===== config.mk =====
export PLATFORM = sky130hd
export DESIGN_NAME = lsu_endian_unit
export DESIGN_NICKNAME = d
export VERILOG_FILES = /design/src/rtl/lsu_endian_pkg.sv /design/src/rtl/lsu_endian_select.sv /design/src/rtl/lsu_store_pack.sv /design/src/rtl/lsu_load_extract.sv /design/src/rtl/lsu_endian_unit.sv
export SDC_FILE = /design/constraint.sdc
export NUM_CORES = 1
export LEC_CHECK = 0
export BUFFER_PORTS_ARGS = -buffer_cell sky130_fd_sc_hd__buf_2
export CORE_ASPECT_RATIO = 1.4
export CORE_MARGIN = 2
export CORE_UTILIZATION = 42
export DETAILED_ROUTE_END_ITERATION = 12
export SLEW_MARGIN = 20
export SYNTH_ARGS = -nofsm -noshare
export SYNTH_HDL_FRONTEND = slang
export SYNTH_HIERARCHICAL = 1
export SYNTH_SLANG_ARGS = --single-unit

===== constraint.sdc =====
create_clock -name clk -period 5.65 [get_ports clk]
set_input_delay 0 -clock clk [delete_from_list [all_inputs] [get_ports clk]]
set_output_delay 0 -clock clk [all_outputs]
set_load 0.01 [all_outputs]

===== src/rtl/lsu_endian_pkg.sv =====
// Shared widths, encodings and byte-order helpers for the load/store aligner.
// Assumes a data word that is a whole number of bytes and a power of two.
package lsu_endian_pkg;

    localparam int unsigned DATA_W = 64;
    localparam int unsigned LANES  = DATA_W / 8;
    localparam int unsigned OFS_W  = $clog2(LANES);
    localparam int unsigned SIZE_W = $clog2(OFS_W + 1);

    typedef enum logic [1:0] {
        PRIV_USER    = 2'b00,
        PRIV_SUPER   = 2'b01,
        PRIV_RSVD    = 2'b10,
        PRIV_MACHINE = 2'b11
    } priv_e;

    typedef logic [DATA_W-1:0] word_t;
    typedef logic [LANES-1:0]  strb_t;

    // Lanes covered by an access of 2^sz bytes starting at lane 0.
    function automatic strb_t size_mask(input logic [SIZE_W-1:0] sz);
        strb_t m;
        for (int i = 0; i < LANES; i++) begin
            m[i] = (i < (1 << sz));
        end
        return m;
    endfunction

    // Mirror the low 2^sz bytes; bytes above the access become zero.
    function automatic word_t reverse_bytes(input word_t d, input logic [SIZE_W-1:0] sz);
        word_t r;
        int    n;
        n = 1 << sz;
        r = '0;
        for (int i = 0; i < LANES; i++) begin
            for (int j = 0; j < LANES; j++) begin
                if ((i < n) && (i + j == n - 1)) begin
                    r[8*i +: 8] = d[8*j +: 8];
                end
            end
        end
        return r;
    endfunction

    // Most significant bit of a 2^sz byte value held right-justified.
    function automatic logic top_bit(input word_t d, input logic [SIZE_W-1:0] sz);
        logic s;
        s = 1'b0;
        for (int i = 0; i < LANES; i++) begin
            if (i == (1 << sz) - 1) begin
                s = d[8*i + 7];
            end
        end
        return s;
    endfunction

endpackage


===== src/rtl/lsu_endian_select.sv =====
// Chooses the byte order of one access from the privilege mode and the
// three per-mode big-endian enables. The reserved mode code is treated as
// little-endian. Purely combinational.
module lsu_endian_select
    import lsu_endian_pkg::*;
(
    input  logic [1:0] priv,
    input  logic       be_machine,
    input  logic       be_super,
    input  logic       be_user,
    output logic       big_endian
);

    // Pick the enable that governs the current mode.
    always_comb begin
        case (priv_e'(priv))
            PRIV_MACHINE: big_endian = be_machine;
            PRIV_SUPER:   big_endian = be_super;
            PRIV_USER:    big_endian = be_user;
            default:      big_endian = 1'b0;
        endcase
    end

endmodule


===== src/rtl/lsu_store_pack.sv =====
// Store path: trims right-justified store data to the access size,
// byte-reverses it for big-endian order, then shifts it to its lanes.
// Produces the matching strobes. Assumes a naturally aligned offset.
module lsu_store_pack
    import lsu_endian_pkg::*;
(
    input  word_t             data,
    input  logic [SIZE_W-1:0] sz,
    input  logic [OFS_W-1:0]  ofs,
    input  logic              big_endian,
    output word_t             lanes,
    output strb_t             strb
);

    strb_t mask;
    word_t trimmed;
    word_t ordered;

    assign mask = size_mask(sz);

    // Zero every byte above the access size.
    for (genvar g = 0; g < LANES; g++) begin : g_trim
        assign trimmed[8*g +: 8] = mask[g] ? data[8*g +: 8] : 8'h00;
    end

    assign ordered = big_endian ? reverse_bytes(trimmed, sz) : trimmed;
    assign lanes   = ordered << {ofs, 3'b000};
    assign strb    = mask << ofs;

endmodule


===== src/rtl/lsu_load_extract.sv =====
// Load path: shifts the addressed bytes down to lane 0, trims them to the
// access size, byte-reverses them for big-endian order and then extends
// the result by sign or by zero. Assumes a naturally aligned offset.
module lsu_load_extract
    import lsu_endian_pkg::*;
(
    input  word_t             rdata,
    input  logic [SIZE_W-1:0] sz,
    input  logic [OFS_W-1:0]  ofs,
    input  logic              big_endian,
    input  logic              is_unsigned,
    output word_t             result
);

    strb_t mask;
    word_t shifted;
    word_t trimmed;
    word_t ordered;
    logic  fill;

    assign mask    = size_mask(sz);
    assign shifted = rdata >> {ofs, 3'b000};

    // Keep only the bytes inside the access.
    for (genvar g = 0; g < LANES; g++) begin : g_trim
        assign trimmed[8*g +: 8] = mask[g] ? shifted[8*g +: 8] : 8'h00;
    end

    assign ordered = big_endian ? reverse_bytes(trimmed, sz) : trimmed;
    assign fill    = ~is_unsigned & top_bit(ordered, sz);

    // Fill bytes above the access with the extension bit.
    for (genvar g = 0; g < LANES; g++) begin : g_ext
        assign result[8*g +: 8] = mask[g] ? ordered[8*g +: 8] : {8{fill}};
    end

endmodule


===== src/rtl/lsu_endian_unit.sv =====
// Top of the byte-order load/store aligner. Resolves the byte order for
// each access from the privilege mode, runs the store and load paths in
// parallel and registers their results one clock after the request.
// Synchronous active-low reset. Misaligned offsets are not detected.
module lsu_endian_unit
    import lsu_endian_pkg::*;
(
    input  logic              clk,
    input  logic              rst_n,
    input  logic              req_valid,
    input  logic              req_store,
    input  logic [SIZE_W-1:0] req_size,
    input  logic [OFS_W-1:0]  req_ofs,
    input  logic              req_unsigned,
    input  logic [1:0]        req_priv,
    input  logic              be_machine,
    input  logic              be_super,
    input  logic              be_user,
    input  logic [DATA_W-1:0] st_data,
    input  logic [DATA_W-1:0] mem_rdata,
    output logic              rsp_valid,
    output logic [DATA_W-1:0] wr_data,
    output logic [LANES-1:0]  wr_strb,
    output logic [DATA_W-1:0] ld_data
);

    logic  big_endian;
    word_t st_lanes;
    strb_t st_strb;
    word_t ld_value;

    lsu_endian_select sel_i (
        .priv       (req_priv),
        .be_machine (be_machine),
        .be_super   (be_super),
        .be_user    (be_user),
        .big_endian (big_endian)
    );

    lsu_store_pack pack_i (
        .data       (st_data),
        .sz         (req_size),
        .ofs        (req_ofs),
        .big_endian (big_endian),
        .lanes      (st_lanes),
        .strb       (st_strb)
    );

    lsu_load_extract extract_i (
        .rdata       (mem_rdata),
        .sz          (req_size),
        .ofs         (req_ofs),
        .big_endian  (big_endian),
        .is_unsigned (req_unsigned),
        .result      (ld_value)
    );

    // Register the response flag and the store results.
    always_ff @(posedge clk) begin
        if (!rst_n) begin
            rsp_valid <= 1'b0;
            wr_data   <= '0;
            wr_strb   <= '0;
        end else begin
            rsp_valid <= req_valid;
            if (req_valid && req_store) begin
                wr_data <= st_lanes;
                wr_strb <= st_strb;
            end else begin
                wr_strb <= '0;
            end
        end
    end

    // Register the load result only when a load is accepted.
    always_ff @(posedge clk) begin
        if (!rst_n) begin
            ld_data <= '0;
        end else if (req_valid && !req_store) begin
            ld_data <= ld_value;
        end
    end

endmodule


Word-level counts from Yosys, hierarchy flattened
Cells that the tools add are included.
{ "word_totals": {"reg_bits": 137, "word_cells": 268, "out_inout_bits": 137} }
{ "classes": {"n_reduce_logical": 70, "shift": 4, "n_bitwise": 2, "n_lt_le_gt_ge": 8, "add_sub_neg": 1, "n_mux": 163, "eq_ne": 16} }
{ "ops": {"columns": ["operator", "n"], "rows": [
  ["$mux 8", 152],
  ["$eq 5x32->1 const A", 7],
  ["$eq 4x32->1 const A", 4],
  ["$lt 4x32->1 const A", 4],
  ["$mux 64", 2],
  ["$logic_and 1x1->1", 66],
  ["$eq 3x32->1 const A", 2],
  ["$lt 3x32->1 const A", 2],
  ["$shl 64x6->64", 1],
  ["$shr 64x6->64", 1],
  ["$eq 2x32->1 const A", 1],
  ["$logic_not 32->1", 1],
  ["$lt 1x32->1 const A", 1],
  ["$lt 2x32->1 const A", 1],
  ["$shl 1x2->32 const A", 1],
  ["$sub 32x2->32 const B", 1],
  ["$mux 1", 8],
  ["$shl 8x3->8", 1],
  ["$pmux 1 s3", 1],
  ["$eq 2x1->1 const B", 1],
  ["$eq 2x2->1 const B", 1],
  ["$logic_not 2->1", 1],
  ["$reduce_and 2->1", 1],
  ["$and 1x1->1", 1],
  ["2 further kinds", 2]
]} }

Longest topological paths before layout
Gate-level depths: netlist of run 1.
{ "logic_depth": {"ltp_word": 23, "ltp_mapped": 15, "ltp_nobuf": 10} }

Cells and area by module
The synthesis of run 1 kept the hierarchy.
{ "by_module_without_submodules": {"columns": ["module", "area_each_um2", "cells_per_inst", "instances"], "rows": [
  ["lsu_endian_unit", 5250.0, 590, 1],
  ["lsu_store_pack", 3917.5, 613, 1],
  ["lsu_load_extract", 3303.2, 462, 1],
  ["lsu_endian_select", 20.0, 3, 1]
]} }

Least setup slack after synthesis of run 1
OpenSTA, ideal clock, no wires.
{ "synth_timing": {"path_kind": "input -> register", "startpoint": "input req_size[1]", "endpoint": "register wr_data[58]", "setup_ns": 0.123, "cell_stages": 14, "arrival_time_ns": 2.310, "t_required_ns": 5.527, "slack_ns": 3.217, "path_cell_list": "buf_2 -> buf_2 -> clkbuf_1 -> and2_1 -> ha_1 -> nand2b_1 -> buf_2 -> buf_2 -> a211oi_1 -> o2bb2ai_1 -> a2111oi_0 -> a211oi_1 -> nand4_1 -> o21ai_0"} }
{ "synth_via": {"elab_chain_cells": 14} }
{ "synth_rtl": {"columns": ["item", "line_no", "source"], "rows": [
  ["from (decl)", "lsu_endian_unit.sv:12", "input logic [SIZE_W-1:0] req_size,"],
  ["$shl 1x2->32 *", "lsu_endian_pkg.sv:24, lsu_endian_pkg.sv:33", null],
  ["$sub 32x2->32", "lsu_endian_pkg.sv:37", "if ((i < n) && (i + j == n - 1)) begin"],
  ["$eq 2x32->1, or another cell as far along", "lsu_endian_pkg.sv:37", null],
  ["$logic_and 1x1->1", "lsu_endian_pkg.sv:37", null],
  ["$mux 8 (8 in series)", "lsu_endian_pkg.sv:37", null],
  ["$mux 64 *", "lsu_store_pack.sv:26", "assign ordered = big_endian ? reverse_bytes(trimmed, sz) : trimmed;"],
  ["$shl 64x6->64 *", "lsu_store_pack.sv:27", "assign lanes = ordered << {ofs, 3'b000};"],
  ["via st_lanes[58]", "lsu_endian_unit.sv:28", "word_t st_lanes;"],
  ["to (signal assigned)", "lsu_endian_unit.sv:67", "wr_data <= st_lanes;"],
  ["to (decl)", "lsu_endian_unit.sv:22", "output logic [DATA_W-1:0] wr_data,"]
]} }
Mark *: on every way through the listed nets, which the timed path passes. The rest lies on a longest branch.
A chain may end at the register's enable or synchronous reset.

Worst setup path after layout of run 1
{ "layout_timing": {"startpoint": "input req_size[1]", "endpoint": "register wr_data[63]"} }
The elaborated chain is that of the path after synthesis.

==> results of run 1 <==
-- cell type report --
class	count	area share, %
clock inverters	12	0.812
repair buffers	301	11.2
inverters	21	0.573
well taps	380	3.35
multi-input cells	1348	61.5
flip-flops and latches	137	19.3
clock buffers	19	3.12
-- registers in the layout (all words and copies together) (netlist names) --
signal,cells
wr_strb,8
ld_data,64
wr_data,64
rsp_valid,1
-- where the power goes --
group | internal [µW] | total, µW | switching, µW
logic | 368 | 1100 | 728
clock network | 619 | 1100 | 481
registers | 1010 | 1040 | 29.0
total | 2000 | 3240 | 1240
-- per-stage QoR --
step	util [%]	total power [µW]
final	48.5	3240
after floorplan	-	1740
after detailed placement	46.6	2120
after CTS	48.5	3220
after global routing	48.5	3350
after global placement	46.6	2120
-- cell usage in the layout (no fill, tap or decap), types with 14 or more instances in the layout --
cell type	count
nand2_1	313
buf_2	277
nor2_1	143
dfxtp_1	137
mux2i_1	134
o21ai_0	110
a21oi_1	69
nand4_1	64
a211oi_1	40
nor3_1	29
mux2_2	26
buf_4	21
nand3_1	19
nor2b_1	18
o21ai_1	18
o22ai_1	18
clkbuf_16	17
nand2b_1	17
mux4_2	17
a22o_1	17
and2_1	16
a32oi_1	16
inv_1	15
or2_2	14
-- per-layer routing --
metal / routed length (µm) / share of wire, %
met4: 6730 / 11
met1: 21600 / 35
met5: 0 / 0
met3: 3610 / 5.9
met2: 29800 / 48
-- worst paths after layout --
path                 end  slack [ns]  cells past startpoint
max          wr_data[63]        2.39                     11
min          ld_data[58]        0.09                      5
max reg2reg  wr_data[35]        4.80                      2
min reg2reg  ld_data[51]        0.46                      2
-- cells by family after synthesis --
| kind of cell | share of synthesized area [%] |
|---|---|
| AOI/OAI and AO/OA | 25.7 |
| xor gates and xnor gates | 0.0701 |
| adders and majority gates | 0.200 |
| buffers and inverters | 8.36 |
| DFF | 22.0 |
| muxes | 18.1 |
| and+or+nand+nor | 25.6 |
-- worst max-delay path, delay by kind of cell --
kind	cells	cell delay, ns
and+or+nand+nor	3	1.04
buffers and inverters	2	0.67
AOI/OAI and AO/OA	5	1.47
adders and majority gates	1	0.37
==> results.py, run 1 <==
metrics = {
    "status": {
        "status": "finished clean",
    },
    "worst_setup_path": {
        "arrival_ns": 3.57,
        "endpoint_kind": "register",
        "crit_path_cell_trace": "buf_2 -> and2_4 -> inv_4 -> ha_1 -> nand2b_1 -> a211oi_1 -> o32ai_1 -> a2111oi_1 -> a221oi_2 -> nand4_1 -> o21ai_0",
        "start_kind": "input pin",
        "crit_path_max_fanout": 29,
        "slowest_delay_ns": 0.60,
        "worstPathRequired_ns": 5.96,
        "slowest_stage": "a2111oi_1",
        "crit_type": "in2reg",
        "r2r-start": "wr_data[35]",
        "startpoint": "req_size[1]",
    },
    "clock_tree": {
        "clock_latency_ns": 0.43,
        "cts.sinks": 137,
        "cts_setup_buffers": 0,
        "clockBufferDepth": 2,
        "cts_max_level": 4,
        "cts-root-buf": "clkbuf_16",
        "cts.repair.resized": 0,
        "clkTransAtPathRegs_ns": 0.06,
        "cts_tree": "built",
        "cts_made_buffers": 17,
        "ctsHoldBuffers": 0,
    },
    "yosys": {
        "syn-num-nets": 1813,
        "synth_area_leaders": "dfxtp_1 22%, mux2i_1 11%, nand2_1 9.4%",
        "ys_ff_latch": 137,
        "netlist_area_um2": 12500,
        "yosysWarnings": 6,
        "synthArstFlopShare_pct": 0,
        "postSynthAreaPerCell_um2": 7.49,
        "synthCells": 1668,
        "synth_top_cell_area_share_pct": 22.0,
        "synth_area_leader_cell": "dfxtp_1",
        "yosys-top-cells-count": "313 x nand2_1, 144 x nor2_1, 137 x dfxtp_1",
        "yosysMostFrequentCell": "nand2_1",
        "synth_edf_count": 0,
        "ys.flop_type": "dfxtp_1",
        "ys_types": 94,
        "yosysSeqAreaShare_pct": 22.0,
    },
    "place": {
        "dpl.hpwl_mm": 46.1,
        "io_buffers": 279,
        "dp.cells": 2187,
        "place_ws_ns": 2.11,
        "dpl_cell_area_um2": 13600,
        "gp_congestion": 1.04,
    },
    "timing": {
        "holdWs_ns": 0.0944,
        "fin_crit_sh_pct": 57.7,
        "fin_crit_ns": 3.26,
        "hold_violations": 0,
        "timing.final.ws_setup_ns": 2.39,
        "fmax_mhz": 307,
        "rsz0062_at_grt": "no",
        "worst_pin_slew_ns": 1.14,
        "setup_tns_ns": 0,
        "slew_viol_final": 0,
        "slew_headroom_pct": 24.2,
        "fin_skew_ns": 0,
        "setup_viol": 0,
    },
    "detailed_routing": {
        "routed-via-count": 14237,
        "viasPerCell": 6.42,
        "detail_route.first_pass.iterations": 6,
        "wl_per_cell_um": 27.8,
        "drtIter0Drc": 1534,
        "final_antenna_net_count": 0,
        "drc_errors": 0,
        "drt-total-wl_mm": 61.7,
    },
    "floorplanning": {
        "io_pins": 280,
        "die_area_um2": 31200,
        "die_h_um": 208,
        "row_count": 74,
        "initial_core_util_pct": 42.7,
        "dieWidth_um": 150,
        "core_area_um2": 29300,
    },
    "power": {
        "leakage_uw": 0.00597,
        "powerDensity_nw_per_um2": 228,
        "peakVddDrop_mv": 0.231,
    },
    "layout": {
        "post-route-cell-area_um2": 14200,
        "n_fill_cell": 3030,
        "drive_above_1_share_pct": 23.2,
        "syn_to_final_growth_pct": 13.5,
        "seqCellArea_um2": 2740,
        "finalNonFillerCells": 2218,
        "multi_input_area_um2": 8730,
        "finalNetCount": 1971,
        "diodes": 0,
    },
    "grt": {
        "track_usage_pct": 38.9,
        "grt_use_met2_pct": 65.5,
        "antenna_found_initial": 0,
        "grt-busiest-layer": "met2",
        "grt_max_degree": 266,
        "grtUsageMet3_pct": 5.90,
        "grt_pass1_vias": 13942,
        "met1_usage_pct": 41.6,
        "grt_overflow_total": 0,
        "grt_pass1_wl_mm": 89.9,
    },
    "worst_hold_path": {
        "min_from": "mem_rdata[58]",
        "min_path_type": "in2reg",
    },
    "flow_run": {
        "max_cap_violations": 0,
    },
}
Power figures use the tool's default switching activity.
==> run 2: changes to the inputs <==
--- a/config.mk
+++ b/config.mk
@@ -10,6 +10,7 @@
 export CORE_MARGIN = 2
 export CORE_UTILIZATION = 42
 export DETAILED_ROUTE_END_ITERATION = 12
+export PLACE_DENSITY = 0.67
 export SLEW_MARGIN = 20
 export SYNTH_ARGS = -nofsm -noshare
 export SYNTH_HDL_FRONTEND = slang
==> constraint.sdc (replaced) <==
create_clock -name clk -period 2.6 [get_ports clk]
set_input_delay 0 -clock clk [delete_from_list [all_inputs] [get_ports clk]]
set_output_delay 0 -clock clk [all_outputs]
set_load 0.01 [all_outputs]
==> results.py, run 2 (same netlist as run 1, synthesis figures left out) <==
metrics = {
    "worst_setup_path": {
        "worstPathRequired_ns": 2.92,
        "crit_path_max_fanout": 32,
        "slowest_stage": "a221oi_1",
        "crit_path_end": "wr_data[62]",
        "start_kind": "input pin",
        "rr_worst_depth": 2,
        "path_buf_inv": 2,
        "r2r_end": "wr_data[41]",
        "r2r-start": "wr_data[41]",
        "cp.depth": 10,
        "slowest_delay_ns": 0.58,
        "crit_path_cell_trace": "buf_2 -> mux2i_1 -> o21ai_4 -> buf_4 -> a21oi_1 -> a22o_1 -> a221oi_1 -> a22oi_1 -> nand4_1 -> o21ai_0",
        "reg2reg_slack_ns": 1.78,
        "crit_type": "in2reg",
        "cp_top_family": "compound AO/OA/AOI/OAI gates",
        "startpoint": "req_priv[0]",
        "endpoint_kind": "register",
        "arrival_ns": 2.75,
    },
    "timing": {
        "worst_pin_slew_ns": 0.873,
        "rsz0062_at_grt": "no",
        "fin_crit_sh_pct": 93.6,
        "fmax_mhz": 411,
        "slew_viol_final": 0,
        "fin_crit_ns": 2.43,
        "slew_headroom_pct": 41.3,
        "hold_violations": 0,
        "setup_viol": 0,
        "fin_skew_ns": 0,
    },
    "floorplanning": {
        "initial_core_util_pct": 42.7,
        "die_area_um2": 31200,
        "dieWidth_um": 150,
        "io_pins": 280,
        "row_count": 74,
        "die_h_um": 208,
        "core_area_um2": 29300,
    },
    "status": {
        "status": "finished clean",
    },
    "clock_tree": {
        "cts_max_level": 4,
        "cts_made_buffers": 17,
        "cts-root-buf": "clkbuf_16",
        "cts_setup_buffers": 0,
        "cts_tree": "built",
        "clockBufferDepth": 2,
        "clkTransAtPathRegs_ns": 0.07,
        "cts.sinks": 137,
        "clock_latency_ns": 0.44,
        "cts.repair.resized": 0,
        "ctsHoldBuffers": 1,
    },
    "power": {
        "peakVddDrop_mv": 0.423,
        "leakage_uw": 0.00668,
        "powerDensity_nw_per_um2": 477,
    },
    "place": {
        "io_buffers": 279,
        "dpl.hpwl_mm": 43.8,
        "gp_congestion": 1.05,
        "dp.cells": 2314,
    },
    "grt": {
        "track_usage_pct": 36.0,
        "grt_pass1_wl_mm": 85.9,
        "grt_max_degree": 104,
        "grt_pass1_vias": 14591,
        "antenna_found_initial": 0,
        "grt_overflow_total": 0,
    },
    "layout": {
        "largestRegisters": "ld_data: 64 flops, wr_data: 64 flops, wr_strb: 8 flops",
        "finalNonFillerCells": 2347,
        "mostFrequentLayoutCell": "nand2_1",
        "layout_common_cells": "313 x nand2_1, 277 x buf_2, 144 x nor2_1",
        "diodes": 0,
        "finalNetCount": 2099,
        "n_fill_cell": 2932,
        "drive_above_1_share_pct": 28.1,
        "utilization_pct": 52.5,
        "syn_to_final_growth_pct": 23.0,
    },
    "detailed_routing": {
        "wl_per_cell_um": 24.6,
        "viasPerCell": 6.36,
        "final_antenna_net_count": 0,
        "drtIter0Drc": 1754,
        "routed-via-count": 14932,
        "detail_route.first_pass.iterations": 7,
        "drt-total-wl_mm": 57.7,
        "drc_errors": 0,
    },
    "worst_hold_path": {
        "min_path_type": "in2reg",
    },
    "flow_run": {
        "max_cap_violations": 0,
    },
}
[run 2: changes by cell type in the layout (fill, tap and decap cells not counted), moves of 2 or more]
cell	previous run	this run
buf_4	21	132
inv_6	4	2
inv_8	0	3
clkinv_4	2	4
buf_12	2	18
clkinvlp_4	3	1
[run 2: worst min path at each step]
| stage | start | end | slack, ns | cells after the start |
|---|---|---|---|---|
| after CTS | rst_n | wr_data[25] | 0.003 | 3 |
| after global placement | req_valid | rsp_valid | 0.27 | 2 |
| after floorplan | mem_rdata[59] | ld_data[3] | 0.30 | 3 |
| after detailed placement | req_valid | rsp_valid | 0.27 | 2 |
| after global routing | rst_n | wr_data[21] | 0.04 | 3 |
| final | rst_n | wr_data[1] | 0.01 | 3 |
[run 2: power breakdown]
part,internal [µW],total [µW],switching (µW)
Combinational,996,2550,1560
Sequential,2190,2250,61.3
Clock,1400,2510,1120
[run 2: final cells by class]
type / count / area [µm²] / area share, %
clock inverters: 13 / 134 / 0.871
repair buffers: 429 / 2760 / 18.0
multi-input cells: 1348 / 8720 / 56.8
clock buffers: 19 / 453 / 2.95
inverters: 21 / 81.3 / 0.529
flip-flops and latches: 137 / 2740 / 17.8
well taps: 380 / 475 / 3.09
[run 2: tightest hold or removal path, cell delays in order]
cell     delay (ns)
buf_6          0.22
nand2_1        0.11
o21ai_0        0.06
[run 2: per-layer routing]
metal	up-vias	GRT usage, %	part of all wire (%)
met3	258	5.86	7.7
met1	6970	39.6	35
met2	981	59.9	48
met5	-	0	0
li1	6723	-	-
met4	0	29.8	9.6
[run 2: through the flow]
stage / hold slack (ns) / instance area [µm²] / power, µW / setup TNS [ns] / worst slack (ns)
finish: 0.0135 / 15400 / 7320 / 0 / 0.167
global route: 0.0417 / 15400 / 7570 / 0 / 0.108
CTS: 0.00323 / 15400 / 7270 / 0 / 0.302
detailed placement: 0.270 / 14800 / 4770 / -0.368 / -0.166
global placement: 0.268 / 14800 / 4770 / -0.205 / -0.125
floorplan: 0.296 / 12500 / 3770 / 0 / 0.167
